[config.mk]
export PLATFORM = sky130hd
export DESIGN_NAME = coefMul
export DESIGN_NICKNAME = d
export VERILOG_FILES = /design/src/rtl/coefMulPkg.sv /design/src/rtl/csaLane.sv /design/src/rtl/coefMulDatapath.sv /design/src/rtl/coefMulCtrl.sv /design/src/rtl/coefMul.sv
export SDC_FILE = /design/constraint.sdc
export NUM_CORES = 2
export LEC_CHECK = 0
export BUFFER_PORTS_ARGS = -buffer_cell sky130_fd_sc_hd__buf_2
export CORE_MARGIN = 5
export CORE_UTILIZATION = 58
export DETAILED_ROUTE_END_ITERATION = 16
export PLACE_DENSITY = 0.87
export SLEW_MARGIN = 0
export SYNTH_ARGS = -nofsm -noshare
export SYNTH_HDL_FRONTEND = slang
export SYNTH_SLANG_ARGS = --single-unit
[constraint.sdc]
create_clock -name clk -period 5.45 [get_ports clk]
set_input_delay 1.09 -clock clk [delete_from_list [all_inputs] [get_ports clk]]
set_output_delay 1.09 -clock clk [all_outputs]
set_load 0.03 [all_outputs]
[src/rtl/coefMulPkg.sv]
package coefMulPkg;

  // Strobes from the sequencer to the datapath
  typedef struct packed {
    logic load;   // capture operands, clear redundant accumulators
    logic step;   // retire one bit group in each lane
    logic merge;  // resolve both lanes into the product register
  } mulStrobe_t;

endpackage

[src/rtl/csaLane.sv]
// One reduction lane: a slice of the multiplier against the full multiplicand,
// accumulated in redundant sum/carry form through a chain of 3:2 compressors.
module csaLane
  import coefMulPkg::*;
#(
  parameter int MCAND_W = 48,
  parameter int SLICE_W = 24,
  parameter int GROUP   = 3,
  localparam int ACC_W  = MCAND_W + SLICE_W
) (
  input  logic               clk,
  input  logic               rstN,
  input  mulStrobe_t         strb,
  input  logic [MCAND_W-1:0] mcandIn,
  input  logic [SLICE_W-1:0] mplierIn,
  output logic [ACC_W-1:0]   sumOut,
  output logic [ACC_W-1:0]   carryOut
);

  logic [ACC_W-1:0]   mcandSh;
  logic [SLICE_W-1:0] mplierSh;
  logic [ACC_W-1:0]   sumQ, carryQ;

  // Compressor chain: level 0 is the stored pair, each level folds in one row
  logic [ACC_W-1:0] lvlSum   [0:GROUP];
  logic [ACC_W-1:0] lvlCarry [0:GROUP];

  assign lvlSum[0]   = sumQ;
  assign lvlCarry[0] = carryQ;

  for (genvar j = 0; j < GROUP; j++) begin : g_row
    logic [ACC_W-1:0] ppRow;
    assign ppRow = mplierSh[j] ? (mcandSh << j) : '0;
    assign lvlSum[j+1]   = lvlSum[j] ^ lvlCarry[j] ^ ppRow;
    assign lvlCarry[j+1] = ((lvlSum[j] & lvlCarry[j]) |
                            (lvlSum[j] & ppRow)       |
                            (lvlCarry[j] & ppRow)) << 1;
  end

  always_ff @(posedge clk) begin
    if (!rstN) begin
      mcandSh  <= '0;
      mplierSh <= '0;
      sumQ     <= '0;
      carryQ   <= '0;
    end else if (strb.load) begin
      mcandSh  <= ACC_W'(mcandIn);
      mplierSh <= mplierIn;
      sumQ     <= '0;
      carryQ   <= '0;
    end else if (strb.step) begin
      sumQ     <= lvlSum[GROUP];
      carryQ   <= lvlCarry[GROUP];
      mcandSh  <= mcandSh << GROUP;
      mplierSh <= mplierSh >> GROUP;
    end
  end

  assign sumOut   = sumQ;
  assign carryOut = carryQ;

  // once the slice has no bits left, a step must not change the lane's total
  p_spent_bits_inert_r8: assert property (@(posedge clk) disable iff (!rstN)
    (strb.step && !strb.load && mplierSh == '0) |=>
      (sumQ + carryQ) == $past(sumQ + carryQ));

  // a load clears the redundant pair
  p_load_clears_r3: assert property (@(posedge clk) disable iff (!rstN)
    strb.load |=> (sumQ == '0 && carryQ == '0));

endmodule

[src/rtl/coefMulDatapath.sv]
// Two reduction lanes and the final carry-propagate merge.
module coefMulDatapath
  import coefMulPkg::*;
#(
  parameter int COEF_W  = 48,
  parameter int LANES   = 2,
  parameter int GROUP   = 3,
  localparam int SLICE_W = COEF_W / LANES,
  localparam int ACC_W   = COEF_W + SLICE_W,
  localparam int PROD_W  = 2 * COEF_W
) (
  input  logic              clk,
  input  logic              rstN,
  input  mulStrobe_t        strb,
  input  logic [COEF_W-1:0] coefA,
  input  logic [COEF_W-1:0] coefB,
  output logic [PROD_W-1:0] productOut
);

  logic [ACC_W-1:0]  laneSum   [0:LANES-1];
  logic [ACC_W-1:0]  laneCarry [0:LANES-1];
  logic [PROD_W-1:0] laneWeighted [0:LANES-1];

  for (genvar h = 0; h < LANES; h++) begin : g_lane
    csaLane #(
      .MCAND_W(COEF_W),
      .SLICE_W(SLICE_W),
      .GROUP  (GROUP)
    ) u_lane (
      .clk     (clk),
      .rstN    (rstN),
      .strb    (strb),
      .mcandIn (coefA),
      .mplierIn(coefB[h*SLICE_W +: SLICE_W]),
      .sumOut  (laneSum[h]),
      .carryOut(laneCarry[h])
    );
    // Each lane's total fits in ACC_W bits; resolve it, then apply its slice weight
    logic [ACC_W-1:0] laneTotal;
    assign laneTotal       = laneSum[h] + laneCarry[h];
    assign laneWeighted[h] = PROD_W'(laneTotal) << (h * SLICE_W);
  end

  logic [PROD_W-1:0] mergeSum;
  always_comb begin
    mergeSum = '0;
    for (int h = 0; h < LANES; h++) mergeSum = mergeSum + laneWeighted[h];
  end

  logic [PROD_W-1:0] productQ;
  always_ff @(posedge clk) begin
    if (!rstN)           productQ <= '0;
    else if (strb.merge) productQ <= mergeSum;
  end

  assign productOut = productQ;

  // the product register changes only on a merge
  p_product_hold_r7: assert property (@(posedge clk) disable iff (!rstN)
    !strb.merge |=> $stable(productQ));

endmodule

[src/rtl/coefMulCtrl.sv]
// Sequencer: load, GROUP-bit steps, one merge cycle, one store cycle.
module coefMulCtrl
  import coefMulPkg::*;
#(
  parameter int COEF_W  = 48,
  parameter int LANES   = 2,
  parameter int GROUP   = 3,
  localparam int SLICE_W = COEF_W / LANES,
  localparam int STEPS   = (SLICE_W + GROUP - 1) / GROUP,
  localparam int LAST    = STEPS + 1,
  localparam int CNT_W   = $clog2(LAST + 1)
) (
  input  logic       clk,
  input  logic       rstN,
  input  logic       start,
  output mulStrobe_t strb,
  output logic       busyOut,
  output logic       validOut
);

  logic             busyQ, validQ;
  logic [CNT_W-1:0] cnt;

  always_comb begin
    strb.load  = start && !busyQ;
    strb.step  = busyQ && (cnt < CNT_W'(STEPS));
    strb.merge = busyQ && (cnt == CNT_W'(STEPS));
  end

  always_ff @(posedge clk) begin
    if (!rstN) begin
      busyQ  <= 1'b0;
      validQ <= 1'b0;
      cnt    <= '0;
    end else if (!busyQ) begin
      if (start) begin
        busyQ <= 1'b1;
        cnt   <= '0;
      end
    end else begin
      cnt <= cnt + CNT_W'(1);
      if (cnt == CNT_W'(STEPS)) validQ <= 1'b1;
      if (cnt == CNT_W'(LAST)) begin
        busyQ  <= 1'b0;
        validQ <= 1'b0;
      end
    end
  end

  assign busyOut  = busyQ;
  assign validOut = validQ;

  // valid only inside the busy window, in its last cycle
  p_valid_in_busy_r4: assert property (@(posedge clk) disable iff (!rstN)
    validQ |-> (busyQ && cnt == CNT_W'(LAST)));

  // valid never lasts two cycles
  p_valid_pulse_r5: assert property (@(posedge clk) disable iff (!rstN)
    validQ |=> !validQ);

  // busy releases right after its last cycle
  p_busy_release_r2: assert property (@(posedge clk) disable iff (!rstN)
    (busyQ && cnt == CNT_W'(LAST)) |=> !busyQ);

  // a start during busy does not restart the count
  p_start_ignored_r6: assert property (@(posedge clk) disable iff (!rstN)
    (busyQ && start && cnt != CNT_W'(LAST)) |=>
      (busyQ && cnt == $past(cnt) + CNT_W'(1)));

endmodule

[src/rtl/coefMul.sv]
module coefMul
  import coefMulPkg::*;
#(
  parameter int COEF_W = 48,
  parameter int LANES  = 2,
  parameter int GROUP  = 3,
  localparam int PROD_W = 2 * COEF_W
) (
  input  logic              clk,
  input  logic              rstN,
  input  logic              start,
  input  logic [COEF_W-1:0] coefA,
  input  logic [COEF_W-1:0] coefB,
  output logic              busy,
  output logic              resultValid,
  output logic [PROD_W-1:0] product
);

  mulStrobe_t strb;

  coefMulCtrl #(
    .COEF_W(COEF_W),
    .LANES (LANES),
    .GROUP (GROUP)
  ) u_ctrl (
    .clk     (clk),
    .rstN    (rstN),
    .start   (start),
    .strb    (strb),
    .busyOut (busy),
    .validOut(resultValid)
  );

  coefMulDatapath #(
    .COEF_W(COEF_W),
    .LANES (LANES),
    .GROUP (GROUP)
  ) u_dp (
    .clk       (clk),
    .rstN      (rstN),
    .strb      (strb),
    .coefA     (coefA),
    .coefB     (coefB),
    .productOut(product)
  );

endmodule

==> results.yml <==
outcome:
  status: "finished with violations"
  violations: "setup timing"
logic_synthesis:
  synth_nets: 6014
  synthCells: 5305
  ys_ff_latch: 504
  synth_area_leaders: "dfxtp_1 (24%), fa_1 (20%), nand2_1 (11%), a21oi_1 (7.1%), ha_1 (5.8%)"
  synthArstFlopShare_pct: 0
  synthFlopType: "dfxtp_1"
  syn_avg_cell_area_um2: 7.800
  ys_seq_area_share_pct: 24.38
  yosys.area.top_type: "dfxtp_1"
  synth.cell_area_um2: 41380
  synth.top_cell.area_share_pct: 24.38
  ys_types: 90
  synth-edff-count: 0
  yosysWarnings: 0
die:
  start_util_pct: 58.19
  core-area_um2: 71120
  die_w_um: 277.1
  dieArea_um2: 76790
  ios: 197
  dieHeight_um: 277.1
  num_rows: 98
timing:
  finalCritPeriodShare_pct: 104.3
  hold_viol: 0
  setup_tns_ps: -2877
  slew_violations: 0
  whs_ps: 445.1
  finalCriticalPeriod_ps: 5685
  maxSlewHeadroom_pct: 15.63
  setup_viol: 27
  rsz0062_at_grt: "yes"
  setup_slack_ps: -234.7
  fmax_ghz: 0.1759
  worst_pin_slew_ps: 1266
  skew_ps: 77.93
global_routing:
  grt_use_total_pct: 33.52
  grt_max_degree: 186
  grt_overflow: 0
  grt_pass1_vias: 40729
  grt_pass1_wl_mm: 212.9
  antenna_found_initial: 0
run:
  maxCapViolCount: 0
drt:
  detail-route-antenna-nets: 0
  wl_per_cell_um: 19.64
  drc: 0
  vias: 40510
  drt_first_pass_iters: 6
  vias_per_cell: 5.925
  dr.first_iter.drc_count: 4342
  wl_mm: 134.3
clock_network:
  clock_latency_ps: 680
  cts_max_path_buffers: 3
  clk_pin_slew_worst_paths_ps: 60
  cts_tree: "built"
  cts.sink_count: 504
  root_buffer: "clkbuf_16"
  cts_hold_buf: 0
  cts_buffers: 58
  htreeDepth: 2
setup_path:
  end_kind: "flop"
  slowest_stage: "o31a_1"
  worstSetupStartpointType: "flop"
  critPathMaxFanout: 4
  reg2reg_depth: 26
  crit_top_cell: "buf_4"
  crit_cells: 26
  path_buf_inv: 4
  crit_family: "compound AO/OA/AOI/OAI gates"
  slowest_delay_ps: 370
  critPathKind: "reg -> reg"
  required_ps: 6010
  worstPathArrival_ps: 6240
placement:
  placed_area_um2: 46710
  port_buffers: 196
  place_congestion: 1.008
  dp.cells: 6704
  dpl_worst_slack_ps: -720.7
  dp_hpwl_mm: 95.08
min_path:
  hp-class: "reg -> reg"
  hold_path_depth: 2
finish:
  fin_nets: 6549
  stdcell_area_um2: 49910
  final_common_cell: "nand2_1"
  drive_gt1_share_pct: 18.24
  utilization_pct: 70.17
  diodes: 0
  areaGrowthSynthToFinish_pct: 20.60
  final_cell_mix: "nand2_1 (1,246), inv_1 (598), a21oi_1 (554)"
  stdcell_count: 6837
power:
  irDropWorstVdd_mv: 0.2612
  power.total_mw: 9.049
  powerDensity_nw_per_um2: 181.3
  leakage_nw: 21.76
routing by layer:
layer / GRT usage [%] / share of wire, % / up-vias
met5: 0 / 0 / -
met4: 11.82 / 4.2 / 0
met3: 7.739 / 11 / 427
met2: 54.42 / 46 / 2331
met1: 44.37 / 39 / 19434
li1: - / - / 18318
Yosys cell counts, types with 104 or more instances:
cell type and instances:
and2_1 172, clkbuf_1 264, o21ai_0 128, a21o_1 104, fa_1 417, inv_1 598, nor2_1 228, a21oi_1 586
xnor2_1 126, dfxtp_1 504, ha_1 193, nand2_1 1254
kinds of logic (layout without fill, tap and decap cells):
kind of cell | Yosys count | count (layout) | synth area share (%)
DFF | 504 | 504 | 24.38
adders and majority gates | 610 | 610 | 26.01
AOI/OAI and AO/OA | 1131 | 1131 | 16.48
and+or+nand+nor | 1973 | 1973 | 20.82
xor gates and xnor gates | 190 | 190 | 4.021
buffers and inverters | 891 | 1473 | 8.140
muxes | 6 | 6 | 0.1542
worst paths after layout:
path,from,end,slack [ps]
hold / removal,u_dp.productOut[10],u_dp.productOut[10],450
setup / recovery,u_dp.g_lane[0].u_lane.carryOut[16],u_dp.productOut[93],-230
hold reg to reg,u_dp.productOut[10],u_dp.productOut[10],450
setup reg to reg,u_dp.g_lane[0].u_lane.carryOut[16],u_dp.productOut[93],-230
flip-flops by register name, summed over array words and instances (netlist names):
| name | flops |
|---|---|
| u_ctrl.busyOut | 1 |
| u_ctrl.cnt | 4 |
| u_ctrl.validOut | 1 |
| u_dp.g_lane.u_lane.carryOut | 138 |
| u_dp.g_lane.u_lane.mcandSh | 72 |
| u_dp.g_lane.u_lane.mplierSh | 48 |
| u_dp.g_lane.u_lane.sumOut | 144 |
| u_dp.productOut | 96 |
where the power goes:
group	internal, mW	switching, mW	leakage (nW)	total [mW]
logic	0.351	0.683	16.7	1.03
registers	3.77	0.174	4.09	3.94
clock network	2.30	1.77	0.951	4.07
worst min-delay path: stages, from the launching register on:
cell and delay, ps:
dfxtp_1 300, nand2_1 50, a21oi_1 50
what timing repair did:
item	CTS	global route
cloned	0	0
resized for setup	109	126
setup endpoints to repair	47	42
pin swaps	58	88
setup buffers	10	19
final cells by class:
class / instances / area [µm²]
clock buffers: 80 / 1634
clock inverters: 27 / 319.1
fillers: 5118 / 21210
inverters: 599 / 2253
multi-input cells: 3910 / 29000
flip-flops and latches: 504 / 10110
well taps: 950 / 1189
repair buffers: 767 / 5405
Note: power is estimated with default switching activity, not from simulation.
